File: src/rtl/flash_cmd_pkg.sv
package flash_cmd_pkg;

   typedef enum logic [3:0] {
      ST_READ, ST_UNL1, ST_UNL2, ST_IDENT, ST_PARM, ST_ESET,
      ST_EUNL1, ST_EUNL2, ST_PROG, ST_SEWIN, ST_ERASE, ST_SUSP
   } fcs_state_e;

   typedef enum logic [2:0] {
      RM_ARRAY, RM_ID, RM_PROG, RM_ERASE, RM_SUSP
   } fcs_rmode_e;

   localparam logic [7:0]  CMD_UNLK_A = 8'hAA;
   localparam logic [7:0]  CMD_UNLK_B = 8'h55;
   localparam logic [7:0]  CMD_RESET  = 8'hF0;
   localparam logic [7:0]  CMD_IDENT  = 8'h90;
   localparam logic [7:0]  CMD_PROG   = 8'hA0;
   localparam logic [7:0]  CMD_ESETUP = 8'h80;
   localparam logic [7:0]  CMD_CHIP   = 8'h10;
   localparam logic [7:0]  CMD_SECT   = 8'h30;
   localparam logic [7:0]  CMD_SUSP   = 8'hB0;
   localparam logic [7:0]  ID_MAKER   = 8'h01;
   localparam logic [7:0]  ID_DEVICE  = 8'hA4;
   localparam logic [14:0] ADDR_U1    = 15'h5555;
   localparam logic [14:0] ADDR_U2    = 15'h2AAA;

endpackage

File: src/rtl/fcs_strobe.sv
module fcs_strobe #(
   parameter int AW = 17
) (
   input  logic          clk,
   input  logic          rst_n,
   input  logic          bus_we_n,
   input  logic [AW-1:0] bus_addr,
   input  logic [7:0]    bus_wdata,
   output logic          wr_evt,
   output logic [AW-1:0] wr_addr,
   output logic [7:0]    wr_data
);
   logic we_q;
   logic fall, rise;

   assign fall = we_q & ~bus_we_n;
   assign rise = ~we_q & bus_we_n;

   always_ff @(posedge clk or negedge rst_n) begin
      if (!rst_n) begin
         we_q    <= 1'b1;
         wr_evt  <= 1'b0;
         wr_addr <= '0;
         wr_data <= '0;
      end else begin
         we_q   <= bus_we_n;
         wr_evt <= rise;
         if (fall) wr_addr <= bus_addr;
         if (rise) wr_data <= bus_wdata;
      end
   end

   // address stays frozen while the strobe is held low
   assert_addr_hold_R12: assert property (@(posedge clk) disable iff (!rst_n)
      (!we_q && $past(!we_q)) |-> $stable(wr_addr));

endmodule

File: src/rtl/fcs_timer.sv
module fcs_timer #(
   parameter int CW = 8
) (
   input  logic          clk,
   input  logic          rst_n,
   input  logic          load,
   input  logic [CW-1:0] load_val,
   input  logic          en,
   output logic          cnt_last
);
   logic [CW-1:0] cnt;

   always_ff @(posedge clk or negedge rst_n) begin
      if (!rst_n)                cnt <= '0;
      else if (load)             cnt <= load_val;
      else if (en && cnt != '0)  cnt <= cnt - 1'b1;
   end

   assign cnt_last = (cnt == CW'(1));

endmodule

File: src/rtl/fcs_status.sv
module fcs_status
   import flash_cmd_pkg::*;
(
   input  logic       clk,
   input  logic       rst_n,
   input  logic       rd_stb,
   input  fcs_rmode_e rmode,
   input  logic [7:0] rd_lo,
   input  logic [7:0] arr_rdata,
   input  logic       pbit7,
   input  logic       fail,
   input  logic       closed,
   input  logic       in_mask,
   output logic [7:0] rd_data
);
   logic       tog;
   logic [7:0] val;
   logic       busy_rd;

   assign busy_rd = (rmode == RM_PROG) || (rmode == RM_ERASE);

   always_comb begin
      case (rmode)
         RM_ID:    val = (rd_lo == 8'h00) ? ID_MAKER :
                         (rd_lo == 8'h01) ? ID_DEVICE : 8'h00;
         RM_PROG:  val = {~pbit7, tog, fail, 5'b0};
         RM_ERASE: val = {1'b0, tog, fail, 1'b0, closed, 3'b0};
         RM_SUSP:  val = in_mask ? 8'hC0 : arr_rdata;
         default:  val = arr_rdata;
      endcase
   end

   always_ff @(posedge clk or negedge rst_n) begin
      if (!rst_n) begin
         rd_data <= '0;
         tog     <= 1'b0;
      end else if (rd_stb) begin
         rd_data <= val;
         if (busy_rd) tog <= ~tog;
      end
   end

   // read result moves only in response to a strobe
   assert_rd_hold_R1: assert property (@(posedge clk) disable iff (!rst_n)
      !$past(rd_stb) |-> $stable(rd_data));

endmodule

File: src/rtl/flash_cmd_fsm.sv
module flash_cmd_fsm
   import flash_cmd_pkg::*;
#(
   parameter int AW        = 17,
   parameter int SB        = 3,
   parameter int PROG_CYC  = 16,
   parameter int ERASE_CYC = 64,
   parameter int WIN_CYC   = 24
) (
   input  logic               clk,
   input  logic               rst_n,
   input  logic [AW-1:0]      bus_addr,
   input  logic [7:0]         bus_wdata,
   input  logic               bus_we_n,
   input  logic               bus_rd,
   output logic [7:0]         rd_data,
   input  logic [7:0]         arr_rdata,
   input  logic               force_fail,
   output logic               busy,
   output logic               prog_act,
   output logic [AW-1:0]      prog_addr,
   output logic [7:0]         prog_data,
   output logic               erase_act,
   output logic [(1<<SB)-1:0] erase_mask
);
   localparam int NSECT = 1 << SB;
   localparam int MAXA  = (PROG_CYC > ERASE_CYC) ? PROG_CYC : ERASE_CYC;
   localparam int MAXC  = (MAXA > WIN_CYC) ? MAXA : WIN_CYC;
   localparam int CW    = $clog2(MAXC + 1);

   if (AW < 15) begin : g_chk_aw
      $error("AW must cover the 15-bit unlock addresses");
   end
   if (SB < 1 || SB >= AW) begin : g_chk_sb
      $error("SB out of range");
   end
   if (PROG_CYC < 1 || ERASE_CYC < 1 || WIN_CYC < 1) begin : g_chk_cyc
      $error("durations must be at least one cycle");
   end

   logic          wr_evt;
   logic [AW-1:0] wr_addr;
   logic [7:0]    wr_data;

   fcs_strobe #(.AW(AW)) u_strobe (
      .clk(clk), .rst_n(rst_n), .bus_we_n(bus_we_n), .bus_addr(bus_addr),
      .bus_wdata(bus_wdata), .wr_evt(wr_evt), .wr_addr(wr_addr), .wr_data(wr_data)
   );

   fcs_state_e        st, st_n;
   logic [NSECT-1:0]  mask, mask_n, sect_bit;
   logic              fail, fail_n, chip, chip_n;
   logic [AW-1:0]     pa_n;
   logic [7:0]        pd_n;
   logic              t_load, t_en, t_last;
   logic [CW-1:0]     t_val;
   logic              is_u1, is_u2;
   logic [SB-1:0]     wsect, rsect;

   assign is_u1 = (wr_addr[14:0] == ADDR_U1);
   assign is_u2 = (wr_addr[14:0] == ADDR_U2);
   assign wsect = wr_addr[AW-1 -: SB];
   assign rsect = bus_addr[AW-1 -: SB];

   always_comb begin
      sect_bit        = '0;
      sect_bit[wsect] = 1'b1;
   end

   assign t_en = ((st == ST_PROG) || (st == ST_SEWIN) || (st == ST_ERASE)) && !fail;

   fcs_timer #(.CW(CW)) u_timer (
      .clk(clk), .rst_n(rst_n), .load(t_load), .load_val(t_val),
      .en(t_en), .cnt_last(t_last)
   );

   always_comb begin
      st_n   = st;
      mask_n = mask;
      chip_n = chip;
      pa_n   = prog_addr;
      pd_n   = prog_data;
      t_load = 1'b0;
      t_val  = '0;
      case (st)
         ST_READ:  if (wr_evt && wr_data == CMD_UNLK_A && is_u1) st_n = ST_UNL1;
         ST_UNL1:  if (wr_evt) st_n = (wr_data == CMD_UNLK_B && is_u2) ? ST_UNL2 : ST_READ;
         ST_UNL2:  if (wr_evt) begin
            st_n = ST_READ;
            if (is_u1) begin
               case (wr_data)
                  CMD_IDENT:  st_n = ST_IDENT;
                  CMD_PROG:   st_n = ST_PARM;
                  CMD_ESETUP: st_n = ST_ESET;
                  default:    st_n = ST_READ;
               endcase
            end
         end
         ST_IDENT: if (wr_evt && wr_data == CMD_RESET) st_n = ST_READ;
         ST_PARM:  if (wr_evt) begin
            st_n = ST_PROG; pa_n = wr_addr; pd_n = wr_data;
            t_load = 1'b1; t_val = CW'(PROG_CYC);
         end
         ST_ESET:  if (wr_evt) st_n = (wr_data == CMD_UNLK_A && is_u1) ? ST_EUNL1 : ST_READ;
         ST_EUNL1: if (wr_evt) st_n = (wr_data == CMD_UNLK_B && is_u2) ? ST_EUNL2 : ST_READ;
         ST_EUNL2: if (wr_evt) begin
            if (wr_data == CMD_CHIP && is_u1) begin
               st_n = ST_ERASE; mask_n = '1; chip_n = 1'b1;
               t_load = 1'b1; t_val = CW'(ERASE_CYC);
            end else if (wr_data == CMD_SECT) begin
               st_n = ST_SEWIN; mask_n = sect_bit; chip_n = 1'b0;
               t_load = 1'b1; t_val = CW'(WIN_CYC);
            end else st_n = ST_READ;
         end
         ST_PROG: begin
            if (t_last && t_en) st_n = ST_READ;
            else if (wr_evt && fail && wr_data == CMD_RESET) st_n = ST_READ;
         end
         ST_SEWIN: begin
            if (wr_evt) begin
               if (wr_data == CMD_SECT) begin
                  mask_n = mask | sect_bit; t_load = 1'b1; t_val = CW'(WIN_CYC);
               end else if (wr_data == CMD_SUSP) begin
                  st_n = ST_SUSP; t_load = 1'b1; t_val = CW'(ERASE_CYC);
               end else st_n = ST_READ;
            end else if (t_last) begin
               st_n = ST_ERASE; t_load = 1'b1; t_val = CW'(ERASE_CYC);
            end
         end
         ST_ERASE: begin
            if (t_last && t_en) st_n = ST_READ;
            else if (wr_evt && fail && wr_data == CMD_RESET) st_n = ST_READ;
            else if (wr_evt && !fail && !chip && wr_data == CMD_SUSP) st_n = ST_SUSP;
         end
         ST_SUSP: if (wr_evt) begin
            if (wr_data == CMD_SECT)      st_n = ST_ERASE;
            else if (wr_data != CMD_SUSP) st_n = ST_READ;
         end
         default: st_n = ST_READ;
      endcase
      if (st_n == ST_READ) mask_n = '0;
   end

   assign fail_n = (st_n == ST_READ) ? 1'b0 :
                   (fail | (force_fail && ((st == ST_PROG) || (st == ST_ERASE))));

   always_ff @(posedge clk or negedge rst_n) begin
      if (!rst_n) begin
         st        <= ST_READ;
         mask      <= '0;
         fail      <= 1'b0;
         chip      <= 1'b0;
         prog_addr <= '0;
         prog_data <= '0;
      end else begin
         st        <= st_n;
         mask      <= mask_n;
         fail      <= fail_n;
         chip      <= chip_n;
         prog_addr <= pa_n;
         prog_data <= pd_n;
      end
   end

   assign busy       = (st == ST_PROG) || (st == ST_SEWIN) || (st == ST_ERASE);
   assign prog_act   = (st == ST_PROG) && !fail;
   assign erase_act  = (st == ST_ERASE) && !fail;
   assign erase_mask = mask;

   fcs_rmode_e rmode;
   always_comb begin
      case (st)
         ST_IDENT:           rmode = RM_ID;
         ST_PROG:            rmode = RM_PROG;
         ST_SEWIN, ST_ERASE: rmode = RM_ERASE;
         ST_SUSP:            rmode = RM_SUSP;
         default:            rmode = RM_ARRAY;
      endcase
   end

   fcs_status u_status (
      .clk(clk), .rst_n(rst_n), .rd_stb(bus_rd), .rmode(rmode),
      .rd_lo(bus_addr[7:0]), .arr_rdata(arr_rdata), .pbit7(prog_data[7]),
      .fail(fail), .closed(st == ST_ERASE), .in_mask(mask[rsect]),
      .rd_data(rd_data)
   );

   assert_prog_after_write_R5: assert property (@(posedge clk) disable iff (!rst_n)
      $rose(prog_act) |-> $past(wr_evt));

   assert_fail_stops_R11: assert property (@(posedge clk) disable iff (!rst_n)
      ($past(force_fail) && $past(prog_act)) |-> !prog_act);

   assert_erase_has_sector_R8: assert property (@(posedge clk) disable iff (!rst_n)
      $rose(erase_act) |-> (erase_mask != '0));

   assert_mask_hold_R7: assert property (@(posedge clk) disable iff (!rst_n)
      (erase_act && $past(erase_act)) |-> $stable(erase_mask));

   assert_resume_cmd_R10: assert property (@(posedge clk) disable iff (!rst_n)
      ($past(st == ST_SUSP) && st == ST_ERASE) |-> ($past(wr_evt) && $past(wr_data) == CMD_SECT));

endmodule

File: config.mk
export PLATFORM = sky130hd
export DESIGN_NAME = flash_cmd_fsm
export DESIGN_NICKNAME = d
export VERILOG_FILES = /design/src/rtl/flash_cmd_pkg.sv /design/src/rtl/fcs_strobe.sv /design/src/rtl/fcs_timer.sv /design/src/rtl/fcs_status.sv /design/src/rtl/flash_cmd_fsm.sv
export SDC_FILE = /design/constraint.sdc
export NUM_CORES = 1
export LEC_CHECK = 0
export ABC_AREA = 1
export BUFFER_PORTS_ARGS = -buffer_cell sky130_fd_sc_hd__buf_2
export CAP_MARGIN = 20
export CORE_ASPECT_RATIO = 0.7
export CORE_MARGIN = 3
export CORE_UTILIZATION = 40
export CTS_CLUSTER_SIZE = 16
export DETAILED_ROUTE_END_ITERATION = 10
export PLACE_DENSITY_LB_ADDON = 0.12
export SLEW_MARGIN = 5
export SYNTH_ARGS = -nofsm -noshare
export SYNTH_HDL_FRONTEND = slang
export SYNTH_SLANG_ARGS = --single-unit
File: constraint.sdc
create_clock -name clk -period 2.81 [get_ports clk]
set_input_delay 0 -clock clk [delete_from_list [all_inputs] [get_ports clk]]
set_output_delay 0 -clock clk [all_outputs]
set_load 0.02 [all_outputs]
==> flow_summary.ini, run 1 <==
[status]
status = completed

[finish]
drive_gt1_share_pct = 21.34
antenna_cells = 0
final_cell_area_um2 = 5712
syn2layout_area_growth_pct = 27.66
fin_nets = 753

[detailed_routing]
drtAntennaViolNets = 0
wl_per_cell_um = 13.39
viasPerCell = 4.778
wl_um = 11580
drc_errors = 0
drtPass1Iterations = 5
vias = 4133
drt_iter0_drc = 232

[worst_setup_path]
crit_fanout = 6
critPathKind = flop to flop
critPathArrivalTime_ns = 2.71
crit_required_ns = 3.09
end_kind = flop
cp-start-kind = flop

[cts]
htreeDepth = 3
cts_buffers = 9
clk_path_buf_depth = 2
tritoncts = yes
ctsHoldBuffers = 40
cts_sinks = 82
cts.repair.resized = 0
clk_latency_ns = 0.34
cts_root_buffer = clkbuf_16
path_clk_slew_ns = 0.06
cts_setup_buffers = 0

[sta]
slew_headroom_pct = 36.16
fin_crit_ns = 2.431
clock.fmax_mhz = 411.3
setup_slack_ns = 0.3789
final-hold-violation-count = 0
worstMarginPinSlew_ns = 0.9554
finalSetupViolCount = 0
holdWs_ns = 0.02921
rsz0062_at_grt = false
fin_setup_tns_ns = 0
fin_crit_sh_pct = 86.52
fin_skew_ns = 0.003740
slew_violations = 0

[placed_design]
place_ws_ns = 0.7246
dp_hpwl_um = 8283
port_buffers = 81
place_area_um2 = 4994
gp_congestion = 0.8874

[yosys]
ys_types = 34
syn_inst = 593
syn_area_um2 = 4474
synth_nets = 634
synth_seq_cells = 82
syn_avg_cell_area_um2 = 7.545
ys_warn_count = 0
ys_seq_area_share_pct = 45.89

[global_route]
grtUsageTotal_pct = 19.71
grt_use_met3_pct = 5.165
grt_pass1_vias = 4061
gr-usage-met2_pct = 30.09
grt_first_pass_wirelength_um = 19880
grt_max_degree = 83
gr-max-usage-layer = met2
antenna_found_initial = 0
met1_usage_pct = 28.27
overflow = 0

[power_and_ir_drop]
leakage_nw = 2.954
vdd_drop_max_mv = 0.2848
total_power_mw = 2.773
powerDensity_nw_per_um2 = 485.4

[floorplan]
initial_core_util_pct = 42.10
dieArea_um2 = 12510
io-pin-count = 82
rows = 31
core_um2 = 10630
die_h_um = 94.49
die_x_um = 132.4

[flow_run]
max_cap_viol_count = 0

[worst_hold_path]
hold_path.class = primary input to flop
[cell type report]
type                            instances  area [um2]
Sequential cell                        82        2053
Tap cell                              148       185.2
Inverter                               77       289.0
Clock inverter                          5       37.54
Multi-Input combinational cell        418        2043
Fill cell                            1038        4916
Clock buffer                           11       252.7
Timing Repair Buffer                  124       850.8
[layout by cell type, fill, tap and decap left out, types with 2 or more instances in the layout]
master and instances:
nand2_1 148, dfrtp_1 81, buf_2 80, nor2_1 77
inv_1 68, o21ai_0 48, nand3_1 40, dlygate4sd3_1 40
a21oi_1 31, nand2_2 10, inv_2 9, clkbuf_16 9
nor2_2 7, a21oi_2 6, nand4_1 6, o21ai_2 6
o21ai_1 5, nor2_4 5, mux2_2 4, nor3_1 3
a31oi_1 3, ha_1 3, buf_4 3, nand3_2 2
nor2_8 2, xnor2_1 2, o31ai_1 2, xor2_1 2
o211ai_1 2, clkbuf_8 2, clkinvlp_4 2
[per-layer routing]
layer / share of wire [%] / wire length, um
met4: 1.1 / 128
met5: 0 / 0
met2: 43 / 4955
met1: 51 / 5951
met3: 4.7 / 544
[cells in the mapped netlist, drive strengths merged]
cell / count / area, um2
nand2: 159 / 629.3
nor2: 91 / 429.2
dfrtp: 81 / 2027
inv: 77 / 289.0
o21ai: 59 / 317.8
nand3: 42 / 220.2
a21oi: 37 / 207.7
clkbuf: 9 / 33.78
buf: 7 / 55.05
nand4: 6 / 37.54
mux2: 4 / 45.04
a31oi: 3 / 18.77
ha: 3 / 37.54
nor3: 3 / 15.01
o211ai: 2 / 15.01
o31ai: 2 / 15.01
xnor2: 2 / 17.52
xor2: 2 / 17.52
dfstp: 1 / 26.28
nor4: 1 / 6.260
o21a: 1 / 7.510
o22ai: 1 / 6.260
[flip-flops by register name, indices dropped and copies added, names as in the netlist]
| register | cells |
|---|---|
| st | 4 |
| fail | 1 |
| prog_addr | 17 |
| u_status.tog | 1 |
| u_timer.cnt | 7 |
| prog_data | 8 |
| chip | 1 |
| u_strobe.wr_addr | 17 |
| u_strobe.wr_evt | 1 |
| u_strobe.we_q | 1 |
| erase_mask | 8 |
| u_strobe.wr_data | 8 |
| u_status.rd_data | 8 |
[worst paths after layout]
path / from / endpoint / slack [ns] / depth (start not counted)
worst max-delay path: erase_mask[0]$_DFFE_PN0P_ / u_status.rd_data[3]$_DFFE_PN0P_ / 0.38 / 10
min in group asynchronous: rst_n / prog_data[1]$_DFFE_PN0P_ / 0.08 / 2
worst min-delay path: bus_rd / u_status.rd_data[6]$_DFFE_PN0P_ / 0.03 / 3
worst max register to register: erase_mask[0]$_DFFE_PN0P_ / u_status.rd_data[3]$_DFFE_PN0P_ / 0.38 / 10
max in group asynchronous: rst_n / u_strobe.we_q$_DFF_PN1_ / 2.08 / 3
worst min register to register: prog_addr[7]$_DFFE_PN0P_ / prog_addr[7]$_DFFE_PN0P_ / 0.48 / 2
[where the power goes]
group          internal (mW)  total, mW  switching, mW  leakage [nW]
Combinational          0.132      0.323          0.191          1.75
Clock                  0.650       1.15          0.502         0.138
Sequential              1.24       1.30         0.0578          1.07
[metrics by stage]
stage | utilization, % | cells
3_3_place_gp | 46.99 | 808
2_1_floorplan | - | 593
5_1_grt | 53.74 | 865
3_5_place_dp | 46.99 | 808
6_report | 53.74 | 865
4_1_cts | 53.48 | 864
[logic make-up after synthesis]
family	count (synthesis)	share of synthesized area (%)
xor gates and xnor gates	4	0.7831
muxes	4	1.007
DFF	82	45.89
and+or+nand+nor	302	29.89
AOI/OAI and AO/OA	105	13.14
buffers and inverters	93	8.445
adders and majority gates	3	0.8390
[critical path, stage by stage, from the launching register on]
cell and delay (ns):
dfrtp_1 0.43, nor2_1 0.15, nor2_1 0.05, o21ai_0 0.06, o21ai_0 0.10, o21ai_0 0.48
nand2_1 0.10, nand2_1 0.22, nand2_1 0.09, a31oi_1 0.13, dlygate4sd3_1 0.56
No activity file was read; power rests on OpenSTA's default activity.
==> run 2: changes to the inputs <==
==> constraint.sdc (replaced) <==
create_clock -name clk -period 2.25 [get_ports clk]
set_input_delay 0 -clock clk [delete_from_list [all_inputs] [get_ports clk]]
set_output_delay 0 -clock clk [all_outputs]
set_load 0.02 [all_outputs]
==> run 2 against run 1 <==
  * Critical path depth up 1
  * Sequential share of layout area is 0.32 points higher
  * Register-to-register slack lost 0.16 ns
  * Die area is the same
  * Core utilization decreased by 0.47 points
  * First-iteration DRC count rose by 13%
  * Via count rose by 0.48%
  * Routed wire length grew 4.1%
  * Setup slack worse by 0.16 ns
  * Cell area is 0.88% lower
  * Critical endpoint is now erase_mask[1]$_DFFE_PN0P_
  * Largest cell class unchanged
  * Largest power group unchanged
==> flow_summary.ini, run 2 (synthesized netlist as in run 1, its figures left out) <==
[status]
status = completed

[worst_hold_path]
hold_path.class = primary input to flop

[detailed_routing]
wl_per_cell_um = 13.97
wl_um = 12060
viasPerCell = 4.812
drc_errors = 0
drt_iter0_drc = 263
drtPass1Iterations = 5
vias = 4153
drtAntennaViolNets = 0

[finish]
syn2layout_area_growth_pct = 26.54
antenna_cells = 0
utilization_pct = 53.27
final_cell_area_um2 = 5662
fillCellCount = 1055
fin_nets = 751
final_common_cell = nand2_1
reg_top3 = prog_addr x17, u_strobe.wr_addr x17
layout_common_cells = nand2_1 (148), dfrtp_1 (81), buf_2 (80)
drive_gt1_share_pct = 21.54
instances_no_fill = 863

[sta]
worstMarginPinSlew_ns = 0.7955
clock.fmax_mhz = 492.7
final-hold-violation-count = 0
slew_headroom_pct = 46.84
fin_crit_ns = 2.030
fin_skew_ns = 0.009664
fin_setup_tns_ns = 0
fin_crit_sh_pct = 90.21
rsz0062_at_grt = false
finalSetupViolCount = 0
slew_violations = 0
setup_slack_ns = 0.2204
holdWs_ns = 0.06579

[worst_setup_path]
r2r_slack_ns = 0.22
r2r-start = u_strobe.wr_addr[14]$_DFFE_PN0P_
end_kind = flop
crit_fanout = 9
crit_required_ns = 2.46
critPathArrivalTime_ns = 2.24
timing.rr.end = erase_mask[1]$_DFFE_PN0P_
critPathKind = flop to flop
reg2reg_depth = 11
critPathLaunch = u_strobe.wr_addr[14]$_DFFE_PN0P_
cp-start-kind = flop
worstSetupEndpoint = erase_mask[1]$_DFFE_PN0P_

[floorplan]
rows = 31
die_h_um = 94.49
dieArea_um2 = 12510
die_x_um = 132.4
initial_core_util_pct = 42.10
core_um2 = 10630
io-pin-count = 82

[placed_design]
dp_hpwl_um = 8875
placedCellCount = 811
place_ws_ns = 0.1881
port_buffers = 81
gp_congestion = 0.9344
place_area_um2 = 5016

[cts]
cts_buffers = 9
tritoncts = yes
htreeDepth = 3
clk_latency_ns = 0.33
cts_sinks = 82
clk_path_buf_depth = 2
path_clk_slew_ns = 0.06
cts_root_buffer = clkbuf_16

[global_route]
grt_max_degree = 49
overflow = 0
grt_first_pass_wirelength_um = 20370
antenna_found_initial = 0
grtUsageTotal_pct = 20.19
grt_pass1_vias = 4178

[power_and_ir_drop]
powerDensity_nw_per_um2 = 610.5
vdd_drop_max_mv = 0.3123
total_power_mw = 3.457
leakage_nw = 2.942

[flow_run]
max_cap_viol_count = 0
[run 2: changes by cell type in the layout (fill, tap and decap cells not counted), sizes merged]
cell         change
dlygate4sd3      -5
buf              +3
inv              -1
bufinv           +1
[run 2: layout make-up]
class                      count  area, um2  share of cell area, %
tap                          148      185.2                  3.271
clock inverter                 5      55.05                 0.9724
sequential                    82       2053                  36.27
clock buffer                  11      232.7                  4.110
inverter                      77      289.0                  5.105
timing repair buffer         122      803.3                  14.19
multi-input combinational    418       2043                  36.09
[run 2: where the power goes]
part | switching [mW] | total, mW | internal (mW)
clock | 0.584 | 1.44 | 0.857
sequential | 0.0688 | 1.62 | 1.55
combinational | 0.244 | 0.400 | 0.155
[run 2: routing by layer]
layer	track usage (%)	vias to the layer above	wire [um]
li1	-	2123	-
met1	28.97	1908	6093
met2	31.58	111	5263
met3	4.473	11	609
met4	4.325	0	89
met5	0	-	0
[run 2: worst min-delay path by stage]
stage	start	end	slack, ns	depth (start not counted)
after floorplan	rst_n	chip$_DFFE_PN0P_	-0.30	0
after global placement	rst_n	prog_addr[0]$_DFFE_PN0P_	0.003	1
after detailed placement	rst_n	prog_addr[3]$_DFFE_PN0P_	0.01	1
after CTS	arr_rdata[6]	u_status.rd_data[6]$_DFFE_PN0P_	0.05	5
after global routing	arr_rdata[6]	u_status.rd_data[6]$_DFFE_PN0P_	0.10	5
final	bus_addr[14]	u_strobe.wr_addr[14]$_DFFE_PN0P_	0.07	3
[run 2: worst max-delay path, cell delays in order, from the launching register on]
cell     delay [ns]
dfrtp_1        0.50
inv_1          0.21
nand3_1        0.13
nor2_1         0.05
nand3_1        0.08
nand2_1        0.07
nand2_1        0.13
nand2_1        0.07
nor2_1         0.18
nand3_2        0.15
nor2_8         0.23
a21oi_1        0.10
[run 2: timing repair]
item | 4_1_cts | 5_1_grt
gates resized for setup | 0 | 0
endpoints found under the hold margin | 69 | 0
hold buffers | 35 | 0
setup buffers | 0 | 0
